File: src/rtl/ptw_pkg.sv
package ptw_pkg;
   localparam int BIT_P = 0;
   localparam int BIT_W = 1;
   localparam int BIT_U = 2;
   localparam int BIT_A = 5;
   localparam int BIT_D = 6;

   typedef enum logic [2:0] {
      F_NONE   = 3'd0,
      F_DIR_NP = 3'd1,
      F_TBL_NP = 3'd2,
      F_WRITE  = 3'd3,
      F_USER   = 3'd4
   } fcode_t;

   typedef enum logic [3:0] {
      S_IDLE, S_DRD, S_DRDW, S_TRD, S_TRDW,
      S_DWR, S_DWRW, S_TWR, S_TWRW, S_DONE
   } wstate_t;
endpackage

File: src/rtl/ptw_entry_addr.sv
module ptw_entry_addr #(
   parameter int PFN_W  = 20,
   parameter int IDX_W  = 10,
   parameter int ADDR_W = 32
) (
   input  logic [PFN_W-1:0]  base_pfn,
   input  logic [IDX_W-1:0]  index,
   output logic [ADDR_W-1:0] addr
);
   localparam int BYTE_SEL = ADDR_W - PFN_W - IDX_W;

   initial begin
      assert (BYTE_SEL == 2) else $error("entry address must hold 4-byte entries");
   end

   assign addr = {base_pfn, index, {BYTE_SEL{1'b0}}};
endmodule

File: src/rtl/ptw_perm.sv
module ptw_perm
   import ptw_pkg::*;
#(
   parameter int ENT_W  = 32,
   parameter int LEVELS = 2
) (
   input  logic [LEVELS-1:0][ENT_W-1:0] ent,
   input  logic                         write,
   input  logic                         user,
   output fcode_t                       code
);
   logic [LEVELS-1:0] pres, wr_ok, us_ok;

   initial begin
      assert (LEVELS == 2) else $error("walker decodes exactly two levels");
   end

   for (genvar g = 0; g < LEVELS; g++) begin : g_lvl
      assign pres[g]  = ent[g][BIT_P];
      assign wr_ok[g] = ent[g][BIT_W];
      assign us_ok[g] = ent[g][BIT_U];
   end

   always_comb begin
      if (!pres[0])                 code = F_DIR_NP;
      else if (!pres[1])            code = F_TBL_NP;
      else if (user && !(&us_ok))   code = F_USER;
      else if (write && !(&wr_ok))  code = F_WRITE;
      else                          code = F_NONE;
   end
endmodule

File: src/rtl/ptw_walker.sv
module ptw_walker
   import ptw_pkg::*;
#(
   parameter int VA_W  = 32,
   parameter int OFF_W = 12,
   parameter int IDX_W = 10,
   parameter int ENT_W = 32
) (
   input  logic             clk,
   input  logic             rst_n,
   input  logic             req_valid,
   output logic             req_ready,
   input  logic [VA_W-1:0]  req_vaddr,
   input  logic             req_write,
   input  logic             req_user,
   input  logic [ENT_W-1:0] dir_base,
   output logic             rsp_valid,
   output logic             rsp_fault,
   output logic [2:0]       rsp_code,
   output logic [ENT_W-1:0] rsp_paddr,
   output logic             mem_req,
   output logic             mem_we,
   output logic [ENT_W-1:0] mem_addr,
   output logic [ENT_W-1:0] mem_wdata,
   input  logic             mem_ack,
   input  logic [ENT_W-1:0] mem_rdata
);
   localparam int PFN_W = ENT_W - OFF_W;
   localparam int TI_LO = OFF_W;
   localparam int DI_LO = OFF_W + IDX_W;
   localparam logic [ENT_W-1:0] A_MASK = ENT_W'(1) << BIT_A;
   localparam logic [ENT_W-1:0] D_MASK = ENT_W'(1) << BIT_D;

   initial begin
      assert (VA_W == 2 * IDX_W + OFF_W) else $error("address split mismatch");
      assert (PFN_W + IDX_W + 2 == ENT_W) else $error("entry address width mismatch");
   end

   wstate_t          state_q;
   logic [VA_W-1:0]  va_q;
   logic             wr_q, us_q, need_t_q;
   logic [PFN_W-1:0] base_q;
   logic [ENT_W-1:0] dir_q, tbl_q;
   fcode_t           code_q, perm_code;
   logic [ENT_W-1:0] dir_addr, tbl_addr;
   logic             need_t_now;

   ptw_entry_addr #(.PFN_W(PFN_W), .IDX_W(IDX_W), .ADDR_W(ENT_W)) u_dir_addr (
      .base_pfn(base_q), .index(va_q[DI_LO +: IDX_W]), .addr(dir_addr));

   ptw_entry_addr #(.PFN_W(PFN_W), .IDX_W(IDX_W), .ADDR_W(ENT_W)) u_tbl_addr (
      .base_pfn(dir_q[ENT_W-1:OFF_W]), .index(va_q[TI_LO +: IDX_W]), .addr(tbl_addr));

   ptw_perm #(.ENT_W(ENT_W), .LEVELS(2)) u_perm (
      .ent({mem_rdata, dir_q}), .write(wr_q), .user(us_q), .code(perm_code));

   assign need_t_now = !mem_rdata[BIT_A] || (wr_q && !mem_rdata[BIT_D]);

   always_ff @(posedge clk) begin
      if (!rst_n) begin
         state_q  <= S_IDLE;
         va_q     <= '0;
         wr_q     <= 1'b0;
         us_q     <= 1'b0;
         need_t_q <= 1'b0;
         base_q   <= '0;
         dir_q    <= '0;
         tbl_q    <= '0;
         code_q   <= F_NONE;
      end else begin
         case (state_q)
            S_IDLE: if (req_valid) begin
               va_q    <= req_vaddr;
               wr_q    <= req_write;
               us_q    <= req_user;
               base_q  <= dir_base[ENT_W-1:OFF_W];
               code_q  <= F_NONE;
               state_q <= S_DRD;
            end
            S_DRD:  state_q <= S_DRDW;
            S_DRDW: if (mem_ack) begin
               dir_q <= mem_rdata;
               if (!mem_rdata[BIT_P]) begin
                  code_q  <= F_DIR_NP;
                  state_q <= S_DONE;
               end else begin
                  state_q <= S_TRD;
               end
            end
            S_TRD:  state_q <= S_TRDW;
            S_TRDW: if (mem_ack) begin
               tbl_q    <= mem_rdata;
               code_q   <= perm_code;
               need_t_q <= need_t_now;
               if (perm_code != F_NONE)  state_q <= S_DONE;
               else if (!dir_q[BIT_A])   state_q <= S_DWR;
               else if (need_t_now)      state_q <= S_TWR;
               else                      state_q <= S_DONE;
            end
            S_DWR:  state_q <= S_DWRW;
            S_DWRW: if (mem_ack) state_q <= need_t_q ? S_TWR : S_DONE;
            S_TWR:  state_q <= S_TWRW;
            S_TWRW: if (mem_ack) state_q <= S_DONE;
            default: state_q <= S_IDLE;
         endcase
      end
   end

   always_comb begin
      mem_req   = 1'b0;
      mem_we    = 1'b0;
      mem_addr  = '0;
      mem_wdata = '0;
      case (state_q)
         S_DRD: begin mem_req = 1'b1; mem_addr = dir_addr; end
         S_TRD: begin mem_req = 1'b1; mem_addr = tbl_addr; end
         S_DWR: begin
            mem_req = 1'b1; mem_we = 1'b1; mem_addr = dir_addr;
            mem_wdata = dir_q | A_MASK;
         end
         S_TWR: begin
            mem_req = 1'b1; mem_we = 1'b1; mem_addr = tbl_addr;
            mem_wdata = tbl_q | A_MASK | (wr_q ? D_MASK : '0);
         end
         default: ;
      endcase
   end

   assign req_ready = (state_q == S_IDLE);
   assign rsp_valid = (state_q == S_DONE);
   assign rsp_code  = code_q;
   assign rsp_fault = (code_q != F_NONE);
   assign rsp_paddr = (code_q == F_NONE) ? {tbl_q[ENT_W-1:OFF_W], va_q[OFF_W-1:0]} : '0;


   req_pulse_chk: assert property (@(posedge clk) disable iff (!rst_n)
      mem_req |=> !mem_req);

   busy_after_accept_chk: assert property (@(posedge clk) disable iff (!rst_n)
      (req_valid && req_ready) |=> !req_ready);

   rsp_not_ready_chk: assert property (@(posedge clk) disable iff (!rst_n)
      rsp_valid |-> !req_ready);

   wb_sets_accessed_chk: assert property (@(posedge clk) disable iff (!rst_n)
      (mem_req && mem_we) |-> mem_wdata[BIT_A]);

   dir_absent_ends_chk: assert property (@(posedge clk) disable iff (!rst_n)
      (state_q == S_DRDW && mem_ack && !mem_rdata[BIT_P]) |=> (rsp_valid && rsp_code == 3'd1));

   fault_no_addr_chk: assert property (@(posedge clk) disable iff (!rst_n)
      (rsp_valid && rsp_fault) |-> (rsp_paddr == '0));
endmodule

File: config.mk
export PLATFORM = sky130hd
export DESIGN_NAME = ptw_walker
export DESIGN_NICKNAME = d
export VERILOG_FILES = /design/src/rtl/ptw_pkg.sv /design/src/rtl/ptw_entry_addr.sv /design/src/rtl/ptw_perm.sv /design/src/rtl/ptw_walker.sv
export SDC_FILE = /design/constraint.sdc
export NUM_CORES = 1
export LEC_CHECK = 0
export BUFFER_PORTS_ARGS = -buffer_cell sky130_fd_sc_hd__buf_4
export CELL_PAD_IN_SITES_DETAIL_PLACEMENT = 0
export CELL_PAD_IN_SITES_GLOBAL_PLACEMENT = 1
export CORE_MARGIN = 3
export CORE_UTILIZATION = 39
export CTS_BUF_LIST = sky130_fd_sc_hd__clkbuf_4
export DETAILED_ROUTE_END_ITERATION = 8
export PLACE_DENSITY_LB_ADDON = 0.1
export SLEW_MARGIN = 20
export SYNTH_ARGS = -nofsm -noshare
export SYNTH_HDL_FRONTEND = slang
export SYNTH_SLANG_ARGS = --single-unit
File: constraint.sdc
create_clock -name clk -period 4.3 [get_ports clk]
set_clock_uncertainty 0.15 [all_clocks]
set_input_delay 1.29 -clock clk [delete_from_list [all_inputs] [get_ports clk]]
set_output_delay 1.29 -clock clk [all_outputs]
set_load 0.005 [all_outputs]
==> results by group, run 1 <==
Run status
  – Status: completed

Power and ir drop
  – Power Total: 0.00251 W
  – VDD IR max: 0.000192 V
  – Power per cell area: 335 nW/um^2
  – Leak Pwr: 3.01 nW

Route
  – Vias per cell: 5.06
  – Uppermost layer routed: met4
  – Routed len/inst: 15.8 um
  – Drt pass-1 iters: 5
  – Remaining antenna violation count: 0
  – Initial drt markers: 348
  – Met1 WL: 7730 um
  – Met3 wire len: 1570 um
  – Residual DRC count: 0
  – Final wirelength: 17,400 um
  – Vias: 5,571
  – WL met2: 7920 um

Logic synthesis
  – Largest cells by area after synthesis: dfxtp_1, nand2_1, a21oi_1, mux2i_1, a22o_1
  – Most frequent cell after synthesis: nand2_1
  – EDFF count, synth: 0
  – Most used DFF post-synth: dfxtp_1
  – Mapped Avg Cell Area: 7.71 sq um
  – Cell area after synthesis: 5770 sq um
  – Post-synth ARST share: 0%
  – Cell type with the highest aggregate area in the netlist: dfxtp_1
  – Yosys cell types: 50
  – Sequential share of the synthesized area: 43.4%
  – Share of the synthesized area in the top cell type: 43.4%
  – Synth cell count leaders: nand2_1, dfxtp_1, a21oi_1, and2_1, nor2_1
  – Mapped Cells: 748
  – Yosys Warn Count: 0
  – #FFs+latches synth: 125

STA
  – Final worst-path cycle share: 92.9%
  – Worst Tran Pin Value: 0.909 ns
  – Worst setup margin: 0.306 ns
  – Final setup fails: 0
  – Tmin final: 3.99 ns
  – Unrepaired setup endpoints after global routing: no
  – Relative slew slack: 39.4%
  – Max frequency: 250 MHz
  – Final Max Slew Viols: 0
  – Final hold violation count: 0
  – Post-Route Setup TNS: 0 ns

Clock network
  – Reg clk slew, reported paths: 0.11 ns
  – Post-CTS Repair Setup Buffers: 0
  – Hold_buf cts: 0
  – Clock Path Buffers: 2
  – Worst skew pair latency: 0.52 ns
  – Clk sinks: 125
  – Post-cts gate resize count: 0
  – CTS Buf Count: 17
  – Htree depth: 4
  – CTS tree: built
  – Clock Tree Root: clkbuf_4

Worst hold path
  – HP Class: register to register

Worst setup path
  – Worst-path maximum fanout: 21
  – Worst r2r src: state_q[2]
  – WP data required: 2.86 ns
  – CP endpoint: mem_wdata[2]
  – CP arrival: 2.55 ns
  – Worst Setup SP: state_q[2]
  – R2r worst-path depth: 5
  – R2r endpoint: tbl_q[23]
  – Critical Path Sink Type: output pin
  – Worst R2R Setup Slack: 1.59 ns
  – CP Class: register to output pin
  – Crit start category: register

GRT
  – Initial antenna violation count: 1
  – Total Routing Usage GR: 21.1%
  – Vias in the first global route: 5,390
  – Largest net degree at the start of global routing: 71
  – First-pass GRT wire length: 27,400 um
  – Global route total overflow: 0

Die
  – Die Ht: 128 um
  – Core region area: 14,100 sq um
  – Full die area: 16,300 sq um
  – Die Wd: 128 um
  – I/O pins: 206
  – Num rows: 43
  – Initial core utilization: 40.8%

Placement
  – Routability cong.: 0.783
  – Post-DP HPWL: 11,600 um
  – PortBufs: 191
  – Dpl ws: 0.876 ns

Layout
  – # fillers: 1,402
  – Register area: 2500 sq um
  – Area Overhead vs Synth: 30.0%
  – Layout cells sized above 1: 27.5%
  – Multi-input logic area: 2930 sq um
  – # nets final: 1,007

Job
  – Max-Cap Viols: 0
-- critical path: stages (launching register included) --
cell	delay (ns)
dfxtp_1	0.73
nand2_1	0.26
nor2b_4	0.39
buf_4	0.34
a22o_1	0.20
buf_4	0.11
-- cell usage in the layout, fill, tap and decap left out, drive strengths merged, types with 2 or more instances in the layout --
master / n
mux2i: 31
clkbuf: 17
buf: 202
clkinvlp: 4
nor4: 2
nor4b: 3
nor2: 35
nor3: 3
bufinv: 2
a21oi: 124
nand2b: 2
mux2: 2
conb: 2
a22o: 30
or4: 3
diode: 2
inv: 6
o21ai: 8
nand2: 245
clkinv: 8
o32a: 2
or4b: 2
a21bo: 3
o21bai: 2
dfxtp: 125
nand3: 2
and2: 35
nor2b: 4
-- worst min path at each step --
stage / slack [ns] / from / cells past startpoint / endpoint
final: 0.31 / va_q[7] / 2 / va_q[7]
after global routing: 0.33 / va_q[23] / 2 / va_q[23]
after CTS: 0.31 / us_q / 2 / us_q
after detailed placement: 0.29 / va_q[7] / 2 / va_q[7]
after global placement: 0.29 / va_q[0] / 2 / va_q[0]
after floorplan: 0.28 / us_q / 2 / us_q
-- final cells by class --
type | count | share of cell area, %
Clock inverter | 15 | 1.97
Timing Repair Buffer | 202 | 20.6
Inverter | 5 | 0.284
Sequential cell | 125 | 33.4
Clock buffer | 17 | 1.70
Multi-Input combinational cell | 554 | 39.0
Tap cell | 180 | 3.00
Antenna cell | 2 | 0.0667
-- metal layers --
metal / up-vias / track usage (%)
met5: - / 0
met2: 166 / 32.5
li1: 2807 / -
met1: 2582 / 27.7
met4: 0 / 6.12
met3: 16 / 8.15
-- state kept, by name, summed over array words and instances (netlist names) --
register  count
state_q       4
wr_q          1
tbl_q        31
need_t_q      1
base_q       20
rsp_code      3
va_q         32
dir_q        32
us_q          1
-- logic make-up after synthesis --
kind of cell	synth area share, %
AND/OR/NAND/NOR	25.9
AO/OA/AOI/OAI	18.3
flip-flops	43.4
buffers and inverters	6.42
multiplexers	5.77
XOR/XNOR	0.152
other	0.0650
-- through the flow --
step                      area [sq um]  hold WS (ns)  std cells  util [%]
after floorplan                   5770         0.281        749         -
after global placement            7210         0.288       1066      51.0
after detailed placement          7210         0.294       1066      51.0
after CTS                         7490         0.310       1098      52.9
after global routing              7500         0.330       1100      53.0
final                             7500         0.307       1100      53.0
-- report_power, final --
group / switching (W) / total, W / internal (W)
Combinational: 0.000249 / 0.000446 / 0.000197
Clock: 0.000453 / 0.000794 / 0.000341
Sequential: 0.0000512 / 0.00127 / 0.00122
Note: power is estimated with default switching activity, not from simulation.
==> run 2, diff against run 1 <==
Settings changed: ABC_AREA set to 1, CORE_MARGIN 3 to not set, CORE_UTILIZATION 39 to 38.
==> run 2 against run 1 <==
Largest cell class is now registers. Highest routed layer unchanged. Sequential share of layout area increased by 2.0 points. Clock-buffer cell count grew 4. Final area is 5.8% lower. Setup slack gained 0.19 ns. Register-to-register slack improved by 0.58 ns. Combinational power rose to 2.6 times the previous value. Largest power group unchanged. Critical path type unchanged. Critical endpoint is now mem_wdata[1]. Hold slack gained 0.00078 ns. Final cell count shrank 1.5%. Sequential power increased by 17%. Non-clock buffer count shrank 5.
==> results by group, run 2 <==
Worst hold path
  – Hold_sp: base_q[17]
  – HP Class: register to register
  – Min-Delay Path Depth: 2 (unchanged)
  – WHS Endpoint: base_q[17]

Worst setup path
  – Worst Setup SP: state_q[2]
  – Critical Path Sink Type: output pin
  – Crit-path max cell delay: 0.48 ns (-0.25 ns)
  – Worst-path cell chain: inv_2, nor2_4, nand3_1, buf_4, o22ai_1, buf_4
  – Crit start category: register
  – Worst-path maximum fanout: 24 (+14%)
  – R2r endpoint: state_q[1]
  – WP data required: 2.86 ns (about the same)
  – CP dominant cell by count: buf_4
  – Slowest library cell on the worst path: dfxtp_1
  – CP arrival: 2.37 ns (-0.18 ns)
  – Worst R2R Setup Slack: 2.17 ns (+0.58 ns)
  – R2r worst-path depth: 8 (+3)
  – CP Class: register to output pin
  – Worst r2r src: state_q[1]

Placement
  – Routability cong.: 0.875 (+12%)
  – PortBufs: 191 (unchanged)
  – Post-DP HPWL: 10,300 um (-12%)

Die
  – Initial core utilization: 39.0% (-1.8 points)
  – Core region area: 13,900 sq um (-1.5%)
  – Num rows: 43 (unchanged)
  – I/O pins: 206 (unchanged)
  – Full die area: 14,800 sq um (-9.3%)
  – Die Ht: 122 um (-4.7%)
  – Die Wd: 122 um (-4.7%)

Route
  – Initial drt markers: 229 (-34%)
  – Residual DRC count: 0 (unchanged)
  – Routed len/inst: 14.4 um (-9.2%)
  – Drt pass-1 iters: 5 (unchanged)
  – Vias: 5,389 (-3.3%)
  – Final wirelength: 15,600 um (-11%)
  – Vias per cell: 4.97 (-1.8%)
  – Remaining antenna violation count: 0 (unchanged)

Logic synthesis
  – EDFF count, synth: 0 (unchanged)
  – Most used DFF post-synth: dfxtp_1
  – Mapped Cells: 729 (-2.5%)
  – Post-synth ARST share: 0% (unchanged)
  – Yosys cell types: 30 (-40%)
  – Mapped Avg Cell Area: 7.45 sq um (-3.4%)
  – Largest cells by area after synthesis: dfxtp_1, a21oi_1, o21ai_0, inv_1, o22ai_1
  – Yosys Warn Count: 0 (unchanged)
  – Synth cell count leaders: dfxtp_1, inv_1, a21oi_1, o21ai_0, o22ai_1
  – Cell area after synthesis: 5430 sq um (-5.8%)
  – Cell type with the highest aggregate area in the netlist: dfxtp_1
  – #FFs+latches synth: 125 (unchanged)
  – Share of the synthesized area in the top cell type: 46.1% (+2.7 points)
  – Sequential share of the synthesized area: 46.1% (+2.7 points)

Power and ir drop
  – Power per cell area: 478 nW/um^2 (+43%)
  – Leak Pwr: 2.97 nW (-1.3%)
  – VDD IR max: 0.000346 V (+80%)

Layout
  – Layout cells sized above 1: 26.8% (-0.68 points)
  – Biggest regs: dir_q: 32 flops, va_q: 32 flops, tbl_q: 31 flops
  – # nets final: 993 (-1.4%)
  – Most common cell after layout, fill and taps aside: buf_4
  – # fillers: 1,402 (unchanged)
  – Most frequent cells in the layout: buf_4, inv_1, dfxtp_1, a21oi_1, o21ai_0
  – Area Overhead vs Synth: 30.1% (about the same)
  – Diode count: 0 (-2)

STA
  – Max frequency: 263 MHz (+4.9%)
  – Unrepaired setup endpoints after global routing: no
  – Worst hold slack: 0.308 ns (+0.000777 ns)
  – Worst Tran Pin Value: 0.997 ns (+0.0872 ns)
  – Relative slew slack: 33.4% (-6.0 points)
  – Final Max Slew Viols: 0 (unchanged)
  – Final hold violation count: 0 (unchanged)
  – Tmin final: 3.81 ns (-0.188 ns)
  – Final setup fails: 0 (unchanged)
  – Final worst-path cycle share: 88.5% (-4.4 points)
  – Post-Route Setup TNS: 0 ns (unchanged)

GRT
  – Largest net degree at the start of global routing: 108 (+52%)
  – First-pass GRT wire length: 24,600 um (-10%)
  – Initial antenna violation count: 0 (-1)
  – Global route total overflow: 0 (unchanged)
  – Total Routing Usage GR: 21.4% (+0.24 points)
  – Vias in the first global route: 5,131 (-4.8%)

Run status
  – Status: completed

Clock network
  – CTS Buf Count: 17 (unchanged)
  – Worst skew pair latency: 0.52 ns (about the same)
  – Post-cts gate resize count: 0 (unchanged)
  – Hold_buf cts: 0 (unchanged)
  – Reg clk slew, reported paths: 0.10 ns (about the same)
  – Clock Tree Root: clkbuf_4
  – Post-CTS Repair Setup Buffers: 0 (unchanged)
  – Htree depth: 4 (unchanged)
  – Clk sinks: 125 (unchanged)
  – CTS tree: built
  – Clock Path Buffers: 2 (unchanged)

Job
  – Max-Cap Viols: 0 (unchanged)
## run 2: changes by cell type after synthesis, sizes merged, moves of 20 or more
cell	delta
a22o	-30
and2	-35
inv	+124
mux2i	-31
nand2	-202
nor2	+20
o21ai	+115
o22ai	+61
## run 2: cell families after synthesis
logic type             after synthesis  synth area share, %
AO/OA/AOI/OAI                      311                 30.3
AND/OR/NAND/NOR                    108                 8.87
buffers and inverters              184                 14.7
other                                1               0.0690
flip-flops                         125                 46.1
## run 2: cell type report
cell class              count  area [sq um]  share of cell area [%]
flip-flops and latches    125          2500                    35.4
multi-input cells         421          2140                    30.3
repair buffers            197          1480                    20.9
inverters                 129           484                    6.85
well taps                 180           225                    3.19
clock buffers              21           158                    2.23
clock inverters            11          76.3                    1.08
## run 2: worst max path at each step
stage / to / depth (start not counted)
finish: mem_wdata[1] / 6
floorplan: mem_wdata[5] / 5
global route: mem_wdata[4] / 6
CTS: mem_wdata[4] / 6
detailed placement: mem_wdata[1] / 6
global placement: mem_wdata[1] / 6
## run 2: power breakdown
group	switching, W	internal, W
sequential	0.0000845	0.00139
combinational	0.000741	0.000444
clock	0.000417	0.000298
total	0.00124	0.00214
## run 2: stage by stage
step / setup WS (ns) / power (W) / utilization (%) / area (sq um) / std cells
2_1_floorplan: 1.61 / 0.00227 / - / 5440 / 730
3_3_place_gp: 1.04 / 0.00268 / 49.0 / 6830 / 1052
3_5_place_dp: 1.06 / 0.00270 / 49.0 / 6830 / 1052
4_1_cts: 0.434 / 0.00343 / 50.7 / 7060 / 1084
5_1_grt: 0.310 / 0.00365 / 50.7 / 7070 / 1084
6_report: 0.495 / 0.00338 / 50.7 / 7070 / 1084
## run 2: metal layers
layer | GRT usage, % | wire length, um
met1 | 26.1 | 6820
met2 | 34.9 | 7360
met3 | 6.98 | 1110
met4 | 8.10 | 259
met5 | 0 | 0
## run 2: critical path: cells and delay by family (launching register included)
| kind | cells | cell delay (ns) |
|---|---|---|
| AND/OR/NAND/NOR | 2 | 0.52 |
| AO/OA/AOI/OAI | 1 | 0.18 |
| buffers and inverters | 3 | 0.65 |
| flip-flops | 1 | 0.48 |
==> run 3, diff against run 2 <==
--- a/config.mk
+++ b/config.mk
@@ -7,5 +7,5 @@
 export LEC_CHECK = 0
 export ABC_AREA = 1
-export BUFFER_PORTS_ARGS = -buffer_cell sky130_fd_sc_hd__buf_4
+export BUFFER_PORTS_ARGS = -buffer_cell sky130_fd_sc_hd__buf_2
 export CELL_PAD_IN_SITES_DETAIL_PLACEMENT = 0
 export CELL_PAD_IN_SITES_GLOBAL_PLACEMENT = 1
==> constraint.sdc (replaced) <==
create_clock -name clk -period 4.3 [get_ports clk]
set_clock_uncertainty 0.15 [all_clocks]
set_input_delay 1.29 -clock clk [delete_from_list [all_inputs] [get_ports clk]]
set_output_delay 1.29 -clock clk [all_outputs]
set_load 0.05 [all_outputs]
==> run 3 against run 2 <==
Fmax fell by 2.7%. Hold slack got worse by 0.0043 ns. Wire length fell by 0.55%. Die area did not move. Critical path depth did not move. Highest routed layer unchanged.
==> results by group, run 3 (synthesized netlist as in run 2, its figures left out) <==
Die
  – Initial core utilization: 39.0% (unchanged)
  – Die Ht: 122 um (unchanged)
  – I/O pins: 206 (unchanged)
  – Full die area: 14,800 sq um (unchanged)
  – Num rows: 43 (unchanged)
  – Core region area: 13,900 sq um (unchanged)
  – Die Wd: 122 um (unchanged)

Job
  – Max-Cap Viols: 0 (unchanged)

Layout
  – # nets final: 995 (+0.20%)
  – Most common cell after layout, fill and taps aside: buf_2
  – Most frequent cells in the layout: buf_2, inv_1, dfxtp_1, a21oi_1, o21ai_0
  – Finished Layout Cells: 1,085 (+0.092%)
  – Area Overhead vs Synth: 23.6%
  – Layout cells sized above 1: 26.8% (unchanged)
  – Biggest regs: dir_q: 32 flops, va_q: 32 flops, tbl_q: 31 flops
  – Final instance area: 6720 sq um (-5.0%)
  – # fillers: 1,456 (+3.9%)
  – Multi-input logic area: 2140 sq um (unchanged)
  – Register area: 2500 sq um (unchanged)

Route
  – Routed len/inst: 14.3 um (-0.64%)
  – Residual DRC count: 0 (unchanged)
  – Initial drt markers: 239 (+4.4%)
  – Final wirelength: 15,500 um (-0.55%)
  – Vias per cell: 4.91 (-1.2%)
  – Drt pass-1 iters: 5 (unchanged)
  – Vias: 5,328 (-1.1%)
  – Remaining antenna violation count: 0 (unchanged)

Worst setup path
  – Crit start category: register
  – R2r worst-path depth: 6 (-2)
  – Top delay family on crit path: buffers and inverters
  – WP data required: 2.86 ns (about the same)
  – CP arrival: 2.47 ns (+0.10 ns)
  – Worst-path maximum fanout: 24 (unchanged)
  – CP Class: register to output pin
  – Crit-path max cell delay: 0.46 ns (-0.02 ns)
  – WP depth: 6 (unchanged)
  – Slowest library cell on the worst path: dfxtp_1
  – Worst-path cell chain: inv_2, nor2_4, nand3_1, buf_12, o22ai_1, buf_2
  – Buf+Inv Stages, Crit Path: 3 (unchanged)
  – Critical Path Sink Type: output pin

Placement
  – Post-DP HPWL: 10,300 um (about the same)
  – # placed instances: 1,054 (+0.19%)
  – Dpl ws: 0.867 ns (-0.192 ns)
  – Placed Area: 6390 sq um (-6.4%)
  – Routability cong.: 0.816 (-6.7%)
  – PortBufs: 191 (unchanged)

GRT
  – Vias in the first global route: 5,083 (-0.94%)
  – Total Routing Usage GR: 21.5% (+0.15 points)
  – Initial antenna violation count: 1 (+1)
  – Global route total overflow: 0 (unchanged)
  – First-pass GRT wire length: 24,600 um (-0.36%)
  – Largest net degree at the start of global routing: 108 (unchanged)

STA
  – Post-Route Setup TNS: 0 ns (unchanged)
  – Final hold violation count: 0 (unchanged)
  – Worst setup margin: 0.390 ns (-0.104 ns)
  – Max frequency: 256 MHz (-2.7%)
  – Worst Tran Pin Value: 0.963 ns (-0.0334 ns)
  – Tmin final: 3.91 ns (+0.104 ns)
  – Final worst-path cycle share: 90.9% (+2.4 points)
  – Unrepaired setup endpoints after global routing: no
  – Relative slew slack: 35.8% (+2.4 points)
  – Final Max Slew Viols: 0 (unchanged)
  – Final setup fails: 0 (unchanged)

Clock network
  – Htree depth: 4 (unchanged)
  – Reg clk slew, reported paths: 0.08 ns (-0.02 ns)
  – Clock Path Buffers: 2 (unchanged)
  – CTS tree: built
  – CTS Buf Count: 17 (unchanged)
  – Clk sinks: 125 (unchanged)
  – Clock Tree Root: clkbuf_4
  – Worst skew pair latency: 0.51 ns (about the same)
  – Hold_buf cts: 0 (unchanged)
  – Post-cts gate resize count: 0 (unchanged)
  – Post-CTS Repair Setup Buffers: 0 (unchanged)

Worst hold path
  – HP Class: register to register
  – Min-Delay Path Depth: 2 (unchanged)

Power and ir drop
  – VDD IR max: 0.000418 V (+21%)
  – Power Total: 0.00394 W (+17%)
  – Power per cell area: 587 nW/um^2 (+23%)
  – Leak Pwr: 2.96 nW (-0.55%)

Run status
  – Status: completed
## run 3: worst register-to-register path: stages, from the launching register on
cell and delay (ns):
dfxtp_1 0.40, nor2_4 0.23, nand2_2 0.12, inv_2 0.09, nand2_4 0.47, o21ai_0 0.48, a21oi_1 0.07
## run 3: area by class of cell
cell class / instances / share of cell area, %
timing repair buffer: 199 / 15.5
clock buffer: 19 / 2.12
antenna: 1 / 0.0373
multi-input combinational: 421 / 31.9
clock inverter: 11 / 2.59
sequential: 125 / 37.3
tap: 180 / 3.35
inverter: 129 / 7.21
## run 3: worst paths after layout
check | from | to | slack, ns
min reg2reg | base_q[19] | base_q[19] | 0.30
min | base_q[19] | base_q[19] | 0.30
max reg2reg | state_q[1] | base_q[0] | 2.17
max | state_q[2] | mem_wdata[31] | 0.39
## run 3: stage by stage
step,utilization [%],hold slack (ns)
2_1_floorplan,-,0.280
6_report,48.2,0.304
4_1_cts,48.1,0.309
3_3_place_gp,45.9,0.288
5_1_grt,48.2,0.325
3_5_place_dp,45.9,0.293
## run 3: routing by layer
layer  wire [um]  track usage, %  up-vias
met2        7320            34.8      169
met1        6920            27.2     2394
li1            -               -     2747
met3         998            5.66       18
met4         229            8.72        0
met5           0               0        -
## run 3: power by group
group | total (W) | leakage, nW | switching [W] | internal, W
Sequential | 0.00148 | 1.02 | 0.0000831 | 0.00139
Combinational | 0.00154 | 1.76 | 0.00117 | 0.000364
Clock | 0.000926 | 0.170 | 0.000409 | 0.000517
Total | 0.00394 | 2.96 | 0.00167 | 0.00227
